**src/rtl/fifo_irq_pkg.sv**
```systemverilog
package fifo_irq_pkg;
  localparam int STAT_W     = 10;
  localparam int SB_TX_AE   = 0;
  localparam int SB_RX_AF   = 1;
  localparam int SB_TX_UDF  = 2;
  localparam int SB_TX_OVF  = 3;
  localparam int SB_RX_UDF  = 4;
  localparam int SB_RX_OVF  = 5;
  localparam int SB_TRAIL   = 6;
  localparam int SB_XFER    = 9;
endpackage

```
**src/rtl/byte_fifo.sv**
```systemverilog
module byte_fifo #(
  parameter int DEPTH = 64,
  parameter int DW    = 8,
  localparam int PW   = $clog2(DEPTH),
  localparam int LVL_W = $clog2(DEPTH) + 1
) (
  input  logic             clk_i,
  input  logic             rst_ni,
  input  logic             flush_i,
  input  logic             wr_i,
  input  logic [DW-1:0]    wdata_i,
  input  logic             rd_i,
  output logic [DW-1:0]    rdata_o,
  output logic [LVL_W-1:0] level_o,
  output logic             full_o,
  output logic             empty_o,
  output logic             ovf_o,
  output logic             udf_o
);
  logic [DW-1:0] mem_q [DEPTH];
  logic [PW-1:0] wp_q, rp_q;
  logic [LVL_W-1:0] lvl_q;
  logic do_wr, do_rd;

  assign full_o  = (lvl_q == LVL_W'(DEPTH));
  assign empty_o = (lvl_q == '0);
  assign do_rd   = rd_i && !empty_o;
  assign do_wr   = wr_i && (!full_o || rd_i);
  assign ovf_o   = wr_i && full_o && !rd_i;
  assign udf_o   = rd_i && empty_o;
  assign rdata_o = empty_o ? '0 : mem_q[rp_q];
  assign level_o = lvl_q;

  function automatic logic [PW-1:0] nxt(input logic [PW-1:0] p);
    return (p == PW'(DEPTH - 1)) ? '0 : p + PW'(1);
  endfunction

  always_ff @(posedge clk_i) begin
    if (do_wr && !flush_i) mem_q[wp_q] <= wdata_i;
  end

  always_ff @(posedge clk_i or negedge rst_ni) begin
    if (!rst_ni) begin
      wp_q <= '0; rp_q <= '0; lvl_q <= '0;
    end else if (flush_i) begin
      wp_q <= '0; rp_q <= '0; lvl_q <= '0;
    end else begin
      if (do_wr) wp_q <= nxt(wp_q);
      if (do_rd) rp_q <= nxt(rp_q);
      case ({do_wr, do_rd})
        2'b10:   lvl_q <= lvl_q + LVL_W'(1);
        2'b01:   lvl_q <= lvl_q - LVL_W'(1);
        default: lvl_q <= lvl_q;
      endcase
    end
  end
endmodule

```
**src/rtl/trail_timer.sv**
```systemverilog
module trail_timer #(
  parameter int CNT_W = 4,
  parameter int LVL_W = 7
) (
  input  logic             clk_i,
  input  logic             rst_ni,
  input  logic             en_i,
  input  logic [LVL_W-1:0] lvl_i,
  input  logic [LVL_W-1:0] trig_i,
  input  logic             push_i,
  input  logic [CNT_W-1:0] limit_i,
  output logic             hit_o
);
  logic [CNT_W-1:0] cnt_q;
  logic fired_q, waiting;

  // residual bytes sitting below threshold
  assign waiting = en_i && (lvl_i != '0) && (lvl_i < trig_i);
  assign hit_o   = waiting && !push_i && (cnt_q >= limit_i) && !fired_q;

  always_ff @(posedge clk_i or negedge rst_ni) begin
    if (!rst_ni) begin
      cnt_q <= '0; fired_q <= 1'b0;
    end else if (!waiting || push_i) begin
      cnt_q <= '0; fired_q <= 1'b0;
    end else if (cnt_q >= limit_i) begin
      fired_q <= 1'b1;
    end else begin
      cnt_q <= cnt_q + CNT_W'(1);
    end
  end
endmodule

```
**src/rtl/irq_status.sv**
```systemverilog
module irq_status #(
  parameter int W = 10
) (
  input  logic         clk_i,
  input  logic         rst_ni,
  input  logic [W-1:0] set_i,
  input  logic         clr_i,
  input  logic [W-1:0] clr_mask_i,
  input  logic [W-1:0] en_i,
  output logic [W-1:0] stat_o,
  output logic         irq_o
);
  logic [W-1:0] stat_q;

  always_ff @(posedge clk_i or negedge rst_ni) begin
    if (!rst_ni) stat_q <= '0;
    else         stat_q <= (stat_q & ~(clr_i ? clr_mask_i : '0)) | set_i;
  end

  assign stat_o = stat_q;
  assign irq_o  = |(stat_q & en_i);
endmodule

```
**src/rtl/fifo_irq_unit.sv**
```systemverilog
module fifo_irq_unit
  import fifo_irq_pkg::*;
#(
  parameter int DEPTH   = 64,
  parameter int DW      = 8,
  parameter int TRAIL_W = 4,
  localparam int LVL_W  = $clog2(DEPTH) + 1
) (
  input  logic               clk_i,
  input  logic               rst_ni,
  input  logic               tx_en_i,
  input  logic               rx_en_i,
  input  logic [LVL_W-1:0]   tx_trig_i,
  input  logic [LVL_W-1:0]   rx_trig_i,
  input  logic [TRAIL_W-1:0] trail_lim_i,
  input  logic               tx_wr_i,
  input  logic [DW-1:0]      tx_wdata_i,
  input  logic               rx_rd_i,
  output logic [DW-1:0]      rx_rdata_o,
  input  logic               eng_tx_pop_i,
  output logic [DW-1:0]      eng_tx_data_o,
  input  logic               eng_rx_push_i,
  input  logic [DW-1:0]      eng_rx_data_i,
  input  logic               xfer_evt_i,
  input  logic [STAT_W-1:0]  int_en_i,
  input  logic               clr_i,
  input  logic [STAT_W-1:0]  clr_mask_i,
  output logic [STAT_W-1:0]  int_stat_o,
  output logic               irq_o,
  output logic [31:0]        fifo_stat_o
);
  logic [LVL_W-1:0] tx_lvl, rx_lvl;
  logic tx_full, tx_empty, tx_ovf, tx_udf;
  logic rx_full, rx_empty, rx_ovf, rx_udf;
  logic trail_hit;
  logic [STAT_W-1:0] set_vec;

  byte_fifo #(.DEPTH(DEPTH), .DW(DW)) u_tx_fifo (
    .clk_i, .rst_ni, .flush_i(!tx_en_i),
    .wr_i(tx_wr_i && tx_en_i), .wdata_i(tx_wdata_i),
    .rd_i(eng_tx_pop_i && tx_en_i), .rdata_o(eng_tx_data_o),
    .level_o(tx_lvl), .full_o(tx_full), .empty_o(tx_empty),
    .ovf_o(tx_ovf), .udf_o(tx_udf)
  );

  byte_fifo #(.DEPTH(DEPTH), .DW(DW)) u_rx_fifo (
    .clk_i, .rst_ni, .flush_i(!rx_en_i),
    .wr_i(eng_rx_push_i && rx_en_i), .wdata_i(eng_rx_data_i),
    .rd_i(rx_rd_i && rx_en_i), .rdata_o(rx_rdata_o),
    .level_o(rx_lvl), .full_o(rx_full), .empty_o(rx_empty),
    .ovf_o(rx_ovf), .udf_o(rx_udf)
  );

  trail_timer #(.CNT_W(TRAIL_W), .LVL_W(LVL_W)) u_trail (
    .clk_i, .rst_ni, .en_i(rx_en_i), .lvl_i(rx_lvl), .trig_i(rx_trig_i),
    .push_i(eng_rx_push_i), .limit_i(trail_lim_i), .hit_o(trail_hit)
  );

  always_comb begin
    set_vec            = '0;
    set_vec[SB_TX_AE]  = tx_en_i && (tx_lvl <= tx_trig_i);
    set_vec[SB_RX_AF]  = rx_en_i && (rx_lvl >= rx_trig_i);
    set_vec[SB_TX_UDF] = tx_udf;
    set_vec[SB_TX_OVF] = tx_ovf;
    set_vec[SB_RX_UDF] = rx_udf;
    set_vec[SB_RX_OVF] = rx_ovf;
    set_vec[SB_TRAIL]  = trail_hit;
    set_vec[SB_XFER]   = xfer_evt_i;
  end

  irq_status #(.W(STAT_W)) u_stat (
    .clk_i, .rst_ni, .set_i(set_vec), .clr_i, .clr_mask_i,
    .en_i(int_en_i), .stat_o(int_stat_o), .irq_o
  );

  // packed word layout fixed; level fields hold up to 7 bits
  always_comb begin
    fifo_stat_o            = '0;
    fifo_stat_o[LVL_W-1:0] = tx_lvl;
    fifo_stat_o[7]         = tx_full;
    fifo_stat_o[8]         = tx_empty;
    fifo_stat_o[16 +: LVL_W] = rx_lvl;
    fifo_stat_o[23]        = rx_full;
    fifo_stat_o[24]        = rx_empty;
  end
endmodule

```
**config.mk**
```make
export PLATFORM = sky130hd
export DESIGN_NAME = fifo_irq_unit
export DESIGN_NICKNAME = d
export VERILOG_FILES = /design/src/rtl/fifo_irq_pkg.sv /design/src/rtl/byte_fifo.sv /design/src/rtl/trail_timer.sv /design/src/rtl/irq_status.sv /design/src/rtl/fifo_irq_unit.sv
export SDC_FILE = /design/constraint.sdc
export NUM_CORES = 1
export LEC_CHECK = 0
export ABC_AREA = 0
export BUFFER_PORTS_ARGS = -buffer_cell sky130_fd_sc_hd__buf_4
export CAP_MARGIN = 5
export CORE_ASPECT_RATIO = 1.1
export CORE_MARGIN = 2
export CORE_UTILIZATION = 55
export CTS_BUF_LIST = sky130_fd_sc_hd__clkbuf_4 sky130_fd_sc_hd__clkbuf_8 sky130_fd_sc_hd__clkbuf_16
export DETAILED_ROUTE_END_ITERATION = 16
export GPL_TIMING_DRIVEN = 0
export HOLD_SLACK_MARGIN = 0.15
export PLACE_DENSITY = 0.74
export SYNTH_ARGS = -nofsm -noshare
export SYNTH_HDL_FRONTEND = slang
export SYNTH_SLANG_ARGS = --single-unit
```
**constraint.sdc**
```tcl
create_clock -name clk_i -period 2.7 [get_ports clk_i]
set_clock_uncertainty 0.05 [all_clocks]
set_input_delay 0.135 -clock clk_i [delete_from_list [all_inputs] [get_ports clk_i]]
set_output_delay 0.135 -clock clk_i [all_outputs]
set_load 0.01 [all_outputs]
```
Word level (Yosys, flattened, before mapping)

Memories as Yosys holds them, arrays and structs flattened.
Index checks and enable logic that the tools add are counted.

Add/sub/neg operators: 9
Multiply operators: 0
Div/mod/pow operators: 0
Order comparisons: 4
Equal/unequal tests: 17
Shifts and indexed selects: 0
Multiplexer cells: 27
Bitwise operators: 4
Reduce and logical (&&, ||, !) cells: 40

Operators with widths:

| kind                                                  | count |
|---|---|
| 2-to-1 mux 6 bit                                      | 12 |
| case mux 7 bit (2 select lines)                       | 2 |
| adder 6 x 1 -> 6 bit, second input constant           | 4 |
| == test 6 bit, second input constant                  | 4 |
| logical AND 1 bit                                     | 23 |
| bitwise AND 10 bit                                    | 2 |
| 2-to-1 mux 8 bit                                      | 2 |
| adder 7 x 1 -> 7 bit, second input constant           | 2 |
| == test 7 bit, second input constant                  | 2 |
| zero test 7 bit                                       | 2 |
| 2-to-1 mux 7 bit                                      | 2 |
| subtractor 7 x 1 -> 7 bit, second input constant      | 2 |
| 2-to-1 mux 10 bit                                     | 1 |
| inequality test 2 x 1 -> 1 bit, second input constant | 5 |
| inverter 10 bit                                       | 1 |
| bitwise OR 10 bit                                     | 1 |
| OR reduction 10 bit                                   | 1 |
| zero test 1 bit                                       | 9 |
| 2-to-1 mux 4 bit                                      | 2 |
| greater-or-equal comparator 7 bit                     | 1 |
| less-or-equal comparator 7 bit                        | 1 |
| less-than comparator 7 bit                            | 1 |
| nonzero test 7 bit                                    | 1 |
| 2-to-1 mux 1 bit                                      | 6 |
| 7 further kinds                                       | 12 |

Register bits: 53
Latch bits: 0
RAM bits: 1,024
ROM bits: 0
Input bits: 64
Output and inout port bits: 59
Memories: 2

Memories:

| memory          | words | bits a word | rd ports | clocked after Yosys merged registers in | write ports | RTL line        | text |
|---|---|---|---|---|---|---|---|
| u_rx_fifo.mem_q | 64    | 8           | 1        | 0                                       | 1           | byte_fifo.sv:20 | `logic [DW-1:0] mem_q [DEPTH];` |
| u_tx_fifo.mem_q | 64    | 8           | 1        | 0                                       | 1           | byte_fifo.sv:20 |  |

Logic depth before layout (Yosys ltp)

Gate-level depths: netlist of the first run.

Depth after elaboration: 7
Mapped depth: 11
Depth with buffers taken out: 9

Hierarchy

Synthesis of the first run repeated with hierarchy kept, for this count alone.

Cell total of the unflattened synthesis: 2,361
Area, all modules: 44,082.3 µm²

By module, submodules not included:

| module        | times used | cells an instance | area an instance (µm²) | seq. area each (µm²) |
|---|---|---|---|---|
| byte_fifo     | 2          | 1,089             | 21,279.2               | 15,850.2 |
| trail_timer   | 1          | 75                | 594.3                  | 125.1 |
| fifo_irq_unit | 1          | 71                | 509.2                  | 0.0 |
| irq_status    | 1          | 37                | 420.4                  | 250.2 |

Least setup slack after synthesis of the first run

Ideal clock, no wire load.

Kind: flip-flop to flip-flop
Start point: register u_rx_fifo.lvl_q[1] (netlist: u_rx_fifo.level_o[1])
End point: register u_rx_fifo.lvl_q[6] (netlist: u_rx_fifo.level_o[6])
Data arrival time: 2.566 ns
Required time: 2.584 ns
Setup slack: 0.018 ns
Stages on the path, launching flop included: 12
Cells stage by stage: dfrtp_1 > buf_6 > or4_4 > buf_6 > o21ai_2 > inv_1 > ha_1 > a21o_1 > nor3_1 > a21oi_1 > o21ai_0 > a41o_1

Cells in the longest elaborated chain, start to end: 7
Elaborated cells on any way between the ends: 14
Those cells by class: add/sub: 2; eq/ne: 4; mux: 2; reduce/logical: 6

Ends and longest elaborated chain:

| what                                                           | RTL line        | text |
|---|---|---|
| start: declaration                                             | byte_fifo.sv:22 | `logic [LVL_W-1:0] lvl_q;` |
| start signal: assignment                                       | byte_fifo.sv:51 | `2'b10: lvl_q <= lvl_q + LVL_W'(1);` |
| start signal: assignment                                       | byte_fifo.sv:52 | `2'b01: lvl_q <= lvl_q - LVL_W'(1);` |
| start signal: assignment                                       | byte_fifo.sv:53 | `default: lvl_q <= lvl_q;` |
| == test 7 bit                                                  | byte_fifo.sv:25 | `assign full_o = (lvl_q == LVL_W'(DEPTH));` |
| zero test 1 bit                                                | byte_fifo.sv:28 | `assign do_wr = wr_i && (!full_o \|\| rd_i);` |
| logical OR 1 bit                                               | byte_fifo.sv:28 |  |
| logical AND 1 bit                                              | byte_fifo.sv:28 |  |
| == test 2 x 1 -> 1 bit / == test 2 bit (equally long branches) | byte_fifo.sv:50 | `case ({do_wr, do_rd})` |
| case mux 7 bit (2 select lines)                                | byte_fifo.sv:50 |  |
| 2-to-1 mux 7 bit                                               | byte_fifo.sv:45 | `end else if (flush_i) begin` |

Parallel ways exist; a longest one is shown, timed or not.
A chain may end at the register's enable or synchronous reset.

Worst setup path after layout of the first run

Start point: register u_rx_fifo.rp_q[0]
End point: output port rx_rdata_o[0]

Cells in the longest elaborated chain, start to end: 2

Ends and longest elaborated chain:

| what                     | RTL line            | text |
|---|---|---|
| start: declaration       | byte_fifo.sv:21     | `logic [PW-1:0] wp_q, rp_q;` |
| start signal: assignment | byte_fifo.sv:49     | `if (do_rd) rp_q <= nxt(rp_q);` |
| memory (64 x 8 bit)      | n/a                 |  |
| 2-to-1 mux 8 bit         | byte_fifo.sv:31     | `assign rdata_o = empty_o ? '0 : mem_q[rp_q];` |
| end: declaration         | fifo_irq_unit.sv:19 | `output logic [DW-1:0] rx_rdata_o,` |

No other way between the ends.

==> results_dict.tcl, run 1 <==
set metrics [dict create \
    finalSetupTns_ns -7.92 \
    status "finished with violations" \
    m1WireLength_um 38900 \
    drt_iter0_markers 2594 \
    wirelength_um 112000 \
    grt_pass1_wl_um 161000 \
    startpoint_type "flip-flop" \
    drv_slew 0 \
    pin_count 123 \
    die_w_um 272 \
    hold_class "input port to flip-flop" \
    synth_flop_cell "edfxtp_1" \
    rsz0062_at_grt "true" \
    cts_max_level 3 \
    vdd_drop_max_mv 0.682 \
    tightest_slew_ns 1.48 \
    cts.reportedPaths.clkPinSlew_ns 0.07 \
    synth_edf_count 1024 \
    grt-ovfl-total 0 \
    top_layer_used "met4" \
    synth_top_area_cell "edfxtp_1" \
    placed_cells 3432 \
    clock_insertion_delay_worst_skew_ns 0.66 \
    regToRegEndpoint "u_rx_fifo.mem_q[5][5]" \
    postSynthCellCount 2269 \
    syn_area_um2 43600 \
    endpoint_kind "output pin" \
    wl_met2_um 58400 \
    fin_ws_ns -0.578 \
    cts_tree "built" \
    drc 0 \
    area_growth_pct 21.4 \
    grtUsageTotal_pct 27.3 \
    core_area_um2 78600 \
    initial_utilization_pct 55.4 \
    final_nets 2715 \
    crit_end "rx_rdata_o[0]" \
    gp_congestion 0.981 \
    p_leak_uw 0.0168 \
    diodes 0 \
    synth.avg_cell_area_um2 19.2 \
    synth_cell_types 73 \
    placed_area_um2 45700 \
    critPathKind "flip-flop to output pin" \
    final.min_clock_period_ns 3.28 \
    ant_nets 0 \
    hold_viol_final 0 \
    drive_gt1_share_pct 36.8 \
    first_pass_iters 6 \
    portBuffers 105 \
    max_freq_mhz 305 \
    required_ns 2.52 \
    synthTopCellsByArea "edfxtp_1, mux4_2, dfrtp_1" \
    crit_start "u_rx_fifo.rp_q[0]" \
    drv_cap 0 \
    synthArstFlopShare_pct 4.92 \
    die_y_um 299 \
    rr_worst_depth 3 \
    yosysWarningCount 0 \
    nFillCells 4851 \
    hpwl_um 68600 \
    yosysSeqAreaShare_pct 73.6 \
    wire_per_inst_um 29.8 \
    num_vias 24200 \
    synth.top_cell.area_share_pct 70.5 \
    antenna_found_initial 0 \
    grt_pass1_vias 24400 \
    numClockSinks 1077 \
    mostFrequentLayoutCell "edfxtp_1" \
    cp_max_fo 11 \
    cp.arrival_ns 3.09 \
    dieArea_um2 81500 \
    power_density_nw_per_um2 821 \
    r2r-start "u_rx_fifo.wp_q[2]" \
    root_buffer "clkbuf_16" \
    cts_buffers 102 \
    dr_wl_met3_um 8590 \
    row_count 108 \
    fin_cells 3753 \
    ys_ff_latch 1077 \
    cts_max_path_buffers 3 \
    finalCritPeriodShare_pct 121 \
    final_cell_area_um2 52900 \
    grt_max_degree 65 \
    setup_viol 24 \
    rrSetupSlack_ns -0.01 \
    relSlewSlack_pct 1.38 \
    final_cell_mix "edfxtp_1, mux4_2, buf_4" \
    failed_checks "setup timing" \
    vias_per_cell 6.44 \
]
-- registers in the layout, indices dropped and copies added, names as in the netlist, 6 cells and up --
name and flops:
u_tx_fifo.mem_q 512, u_tx_fifo.wp_q 6, u_rx_fifo.wp_q 6, u_rx_fifo.level_o 7, u_stat.stat_o 10, u_rx_fifo.rp_q 6, u_tx_fifo.level_o 7, u_tx_fifo.rp_q 6
u_rx_fifo.mem_q 512
-- through the flow --
stage	setup slack (ns)	power [µW]	hold slack (ns)	utilization (%)
finish	-0.578	43500	0.219	67.3
global placement	-1.02	26900	0.190	58.2
floorplan	0.0175	24100	-0.211	-
global route	-0.633	44600	0.253	67.3
CTS	-0.566	42800	0.160	66.3
detailed placement	-1.03	27100	0.198	58.2
-- synth_stat cells (14+ instances only) --
cell / number
nand3_1: 42
a22oi_1: 34
buf_1: 18
mux4_2: 261
nand2_1: 81
nor2b_1: 14
nor2_1: 179
a21oi_1: 21
buf_2: 43
nor3_1: 21
clkbuf_1: 55
ha_1: 27
mux2i_1: 97
buf_4: 24
o21ai_0: 31
nand4_1: 14
o22ai_1: 16
edfxtp_1: 1024
inv_1: 34
dfrtp_1: 53
-- how the worst min path moves through the flow --
stage / from / to / slack (ns) / cells after the start
CTS: rx_trig_i[1] / u_stat.stat_o[1] / 0.16 / 6
floorplan: rst_ni / u_rx_fifo.level_o[0] / -0.21 / 0
finish: trail_lim_i[1] / u_trail.cnt_q[3] / 0.22 / 8
global placement: rst_ni / u_tx_fifo.level_o[0] / 0.19 / 1
detailed placement: rst_ni / u_tx_fifo.level_o[1] / 0.20 / 1
global route: rx_trig_i[1] / u_stat.stat_o[1] / 0.25 / 6
-- report_power, final --
part,switching [µW],leakage (µW),internal (µW)
clock network,6070,0.00160,7670
registers,197,0.00991,18400
logic,5680,0.00532,5420
-- critical path, stage by stage, from the launching register on --
cell and delay (ns):
dfrtp_1 0.40, buf_12 0.18, buf_12 0.19, buf_16 0.18, mux4_2 0.57, mux2i_4 0.20
nor3_2 0.11, a211oi_2 0.28, o21ai_1 0.14, buf_4 0.17
-- area by class of cell --
cell class / count / area [µm²] / share of cell area [%]
Tap cell: 1045 / 1310 / 2.47
Multi-Input combinational cell: 1023 / 12400 / 23.5
Buffer: 138 / 1410 / 2.66
Sequential cell: 1077 / 32100 / 60.6
Timing Repair Buffer: 245 / 2350 / 4.43
Clock inverter: 57 / 384 / 0.726
Inverter: 37 / 155 / 0.293
Clock buffer: 131 / 2820 / 5.32
-- routing by layer --
metal	vias up	global-route usage, %
li1	9951	-
met1	12400	33.9
met2	1439	47.3
met3	335	4.21
met4	0	13.3
met5	-	0
-- kinds of logic (layout without fill, tap and decap cells) --
kind of cell	Yosys count	after routing	share of synthesized area [%]
AOI/OAI and AO/OA	191	191	3.13
xor gates and xnor gates	17	17	0.342
DFF	1077	1077	73.6
adders and majority gates	27	27	0.775
other	1	14	0.00860
buffers and inverters	182	608	1.97
and+or+nand+nor	410	410	4.33
muxes	364	364	15.9
-- timing repair --
| item | CTS | global route |
|---|---|---|
| cloned | 7 | 5 |
| hold buffers | 62 | 0 |
| endpoints found under the setup margin | 1053 | 886 |
| pin swaps | 22 | 41 |
| resized for setup | 556 | 103 |
| buffers inserted | 31 | 37 |
| endpoints found under the hold margin | 1122 | 0 |
Power figures use the tool's default switching activity.
==> run 2, diff against run 1 <==
--- a/config.mk
+++ b/config.mk
@@ -7,3 +7,3 @@
 export LEC_CHECK = 0
-export ABC_AREA = 0
+export ABC_AREA = 1
 export BUFFER_PORTS_ARGS = -buffer_cell sky130_fd_sc_hd__buf_4
==> constraint.sdc (replaced) <==
create_clock -name clk_i -period 2.7 [get_ports clk_i]
set_clock_uncertainty 0.05 [all_clocks]
set_input_delay 0 -clock clk_i [delete_from_list [all_inputs] [get_ports clk_i]]
set_output_delay 0 -clock clk_i [all_outputs]
set_load 0.01 [all_outputs]
==> run 2 against run 1 <==
The flow still finishes with violations (setup timing). Cell count is 41% higher. Highest routed layer unchanged. Clock power is 6% higher. Synthesized cell count is 67% higher. Via count is 35% higher. Die area is 2.8% higher. Utilization is 0.96 points higher. Combinational power is 29% higher. Flip-flop and latch count stayed put. Worst hold slack better by 0.017 ns. Wire length is 23% higher.
==> results_dict.tcl, run 2 <==
set metrics [dict create \
    startpoint_type "flip-flop" \
    fin_cells 5305 \
    fin_ws_ns -0.327 \
    tightest_slew_ns 1.16 \
    drv_slew 0 \
    cts.reportedPaths.clkPinSlew_ns 0.07 \
    antenna_found_initial 2 \
    row_count 109 \
    grt_pass1_vias 31400 \
    rsz0062_at_grt "true" \
    drt_iter0_markers 4163 \
    grt_max_degree 65 \
    vias_per_cell 6.15 \
    final_cell_mix "edfxtp_1, nand2_1, nor2_1" \
    mostFrequentLayoutCell "edfxtp_1" \
    placed_cells 4954 \
    max_freq_mhz 330 \
    die_w_um 276 \
    p_leak_uw 0.0195 \
    portBuffers 106 \
    synth_top_area_cell "edfxtp_1" \
    cts_max_level 3 \
    synth_flop_cell "edfxtp_1" \
    cp_max_fo 7 \
    drive_gt1_share_pct 23.1 \
    nFillCells 5408 \
    postSynthCellCount 3781 \
    synth_cell_types 44 \
    power_density_nw_per_um2 864 \
    syn_area_um2 44800 \
    grt-ovfl-total 0 \
    ant_nets 0 \
    synthArstFlopShare_pct 4.92 \
    cp.arrival_ns 2.98 \
    synthTopCellsByArea "edfxtp_1, nand2_1, nor2_1" \
    vdd_drop_max_mv 0.623 \
    grt_pass1_wl_um 196000 \
    final_nets 4258 \
    core_area_um2 80600 \
    failed_checks "setup timing" \
    clock_insertion_delay_worst_skew_ns 0.68 \
    numClockSinks 1077 \
    required_ns 2.65 \
    synth.top_cell.area_share_pct 68.6 \
    die_y_um 303 \
    critPathKind "flip-flop to output pin" \
    synthMostInstantiatedCell "edfxtp_1" \
    drc 0 \
    yosysWarningCount 0 \
    synth_edf_count 1024 \
    wire_per_inst_um 25.9 \
    area_growth_pct 22.7 \
    relSlewSlack_pct 22.7 \
    status "finished with violations" \
    hpwl_um 85800 \
    gp_congestion 1.05 \
    ys_top_cells_by_count "edfxtp_1, nand2_1, nor2_1, o21ai_0, a21oi_1" \
    initial_utilization_pct 55.6 \
    grtUsageTotal_pct 31.7 \
    setup_viol 16 \
    cts_max_path_buffers 3 \
    finalCritPeriodShare_pct 112 \
    final_core_util_pct 68.3 \
    num_vias 32700 \
    final.min_clock_period_ns 3.03 \
    finalHoldWorstSlack_ns 0.236 \
    first_pass_iters 6 \
    endpoint_kind "output pin" \
    dieArea_um2 83800 \
    synth.avg_cell_area_um2 11.9 \
    cts_tree "built" \
    pin_count 123 \
    wirelength_um 137000 \
    cts_buffers 104 \
    root_buffer "clkbuf_16" \
    drv_cap 0 \
    yosysSeqAreaShare_pct 71.5 \
    hold_viol_final 0 \
    hold_class "input port to flip-flop" \
    ys_ff_latch 1077 \
]
## run 2: cell types whose count changed in the layout (fill, tap and decap cells not counted), moves of 54 or more
| cell | delta |
|---|---|
| o21ai_1 | +84 |
| nand2_1 | +525 |
| nand3_1 | +54 |
| nand2_2 | +61 |
| mux4_2 | -261 |
| nor2_1 | +439 |
| nor2_2 | +79 |
| a21oi_1 | +107 |
| o22ai_1 | +68 |
| o21ai_0 | +277 |
## run 2: cell type report
cell class | instances | area [µm²] | area share, %
clock buffer | 127 | 2820 | 5.12
buffer | 215 | 2160 | 3.92
timing repair buffer | 271 | 2760 | 5.01
sequential | 1077 | 32100 | 58.3
clock inverter | 62 | 554 | 1.01
multi-input combinational | 2395 | 12900 | 23.5
inverter | 103 | 412 | 0.748
antenna | 1 | 2.50 | 0.00455
tap | 1054 | 1320 | 2.40
## run 2: through the flow
| stage | area, µm² | setup WS (ns) | power [µW] | TNS [ns] |
|---|---|---|---|---|
| after CTS | 53700 | -0.263 | 45900 | -46.63 |
| after detailed placement | 47000 | -0.272 | 29000 | -104.53 |
| after global routing | 55000 | -0.349 | 48700 | -4.42 |
| after floorplan | 44900 | 0.620 | 24600 | 0 |
| final | 55000 | -0.327 | 47500 | -3.70 |
| after global placement | 47000 | -0.259 | 28800 | -93.44 |
## run 2: cells by family (layout without fill, tap and decap cells)
group	Yosys count	in the layout	share of synthesized area [%]
other	1	15	0.00836
and+or+nand+nor	1510	1510	13.4
DFF	1077	1077	71.5
buffers and inverters	322	778	3.32
adders and majority gates	27	27	0.753
AOI/OAI and AO/OA	777	777	9.53
muxes	56	56	1.25
xor gates and xnor gates	11	11	0.215
## run 2: worst paths after layout
check	startpoint	end	slack [ns]	cells past startpoint
setup / recovery	u_rx_fifo.rp_q[0]	rx_rdata_o[2]	-0.33	13
min in group asynchronous	rst_ni	u_rx_fifo.level_o[1]	0.33	4
hold / removal	rx_en_i	u_rx_fifo.rp_q[4]	0.24	4
hold reg to reg	u_trail.cnt_q[0]	u_trail.cnt_q[0]	0.51	2
setup reg to reg	u_tx_fifo.level_o[4]	u_tx_fifo.mem_q[47][7]	0.07	8
max in group asynchronous	rst_ni	u_tx_fifo.rp_q[0]	1.98	4
## run 2: what timing repair did
action,CTS,global route
buffers inserted,38,36
hold buffers,73,3
endpoints found under the hold margin,1130,2
pin swaps,132,165
cloned,14,5
resized for setup,625,362
endpoints found under the setup margin,742,574
## run 2: critical path: stages, from the launching register on
cell,delay [ns]
dfrtp_1,0.39
buf_8,0.17
buf_12,0.18
buf_6,0.12
clkbuf_16,0.15
o21ai_2,0.06
o211ai_1,0.29
nand3_1,0.19
nand2_1,0.14
nand2_1,0.09
nand2_2,0.13
a21oi_2,0.04
nor2_2,0.19
buf_4,0.15
## run 2: per-layer routing
layer	vias to the layer above	track usage (%)	share of wire, %
li1	14300	-	-
met1	15700	39.2	35
met2	2199	52.8	48
met3	464	4.91	9.6
met4	0	20.6	7.1
met5	-	0	0
## run 2: power by group
group | switching, µW | internal [µW]
Combinational | 8800 | 5490
Sequential | 259 | 18500
Clock | 6280 | 8190
Total | 15300 | 32200
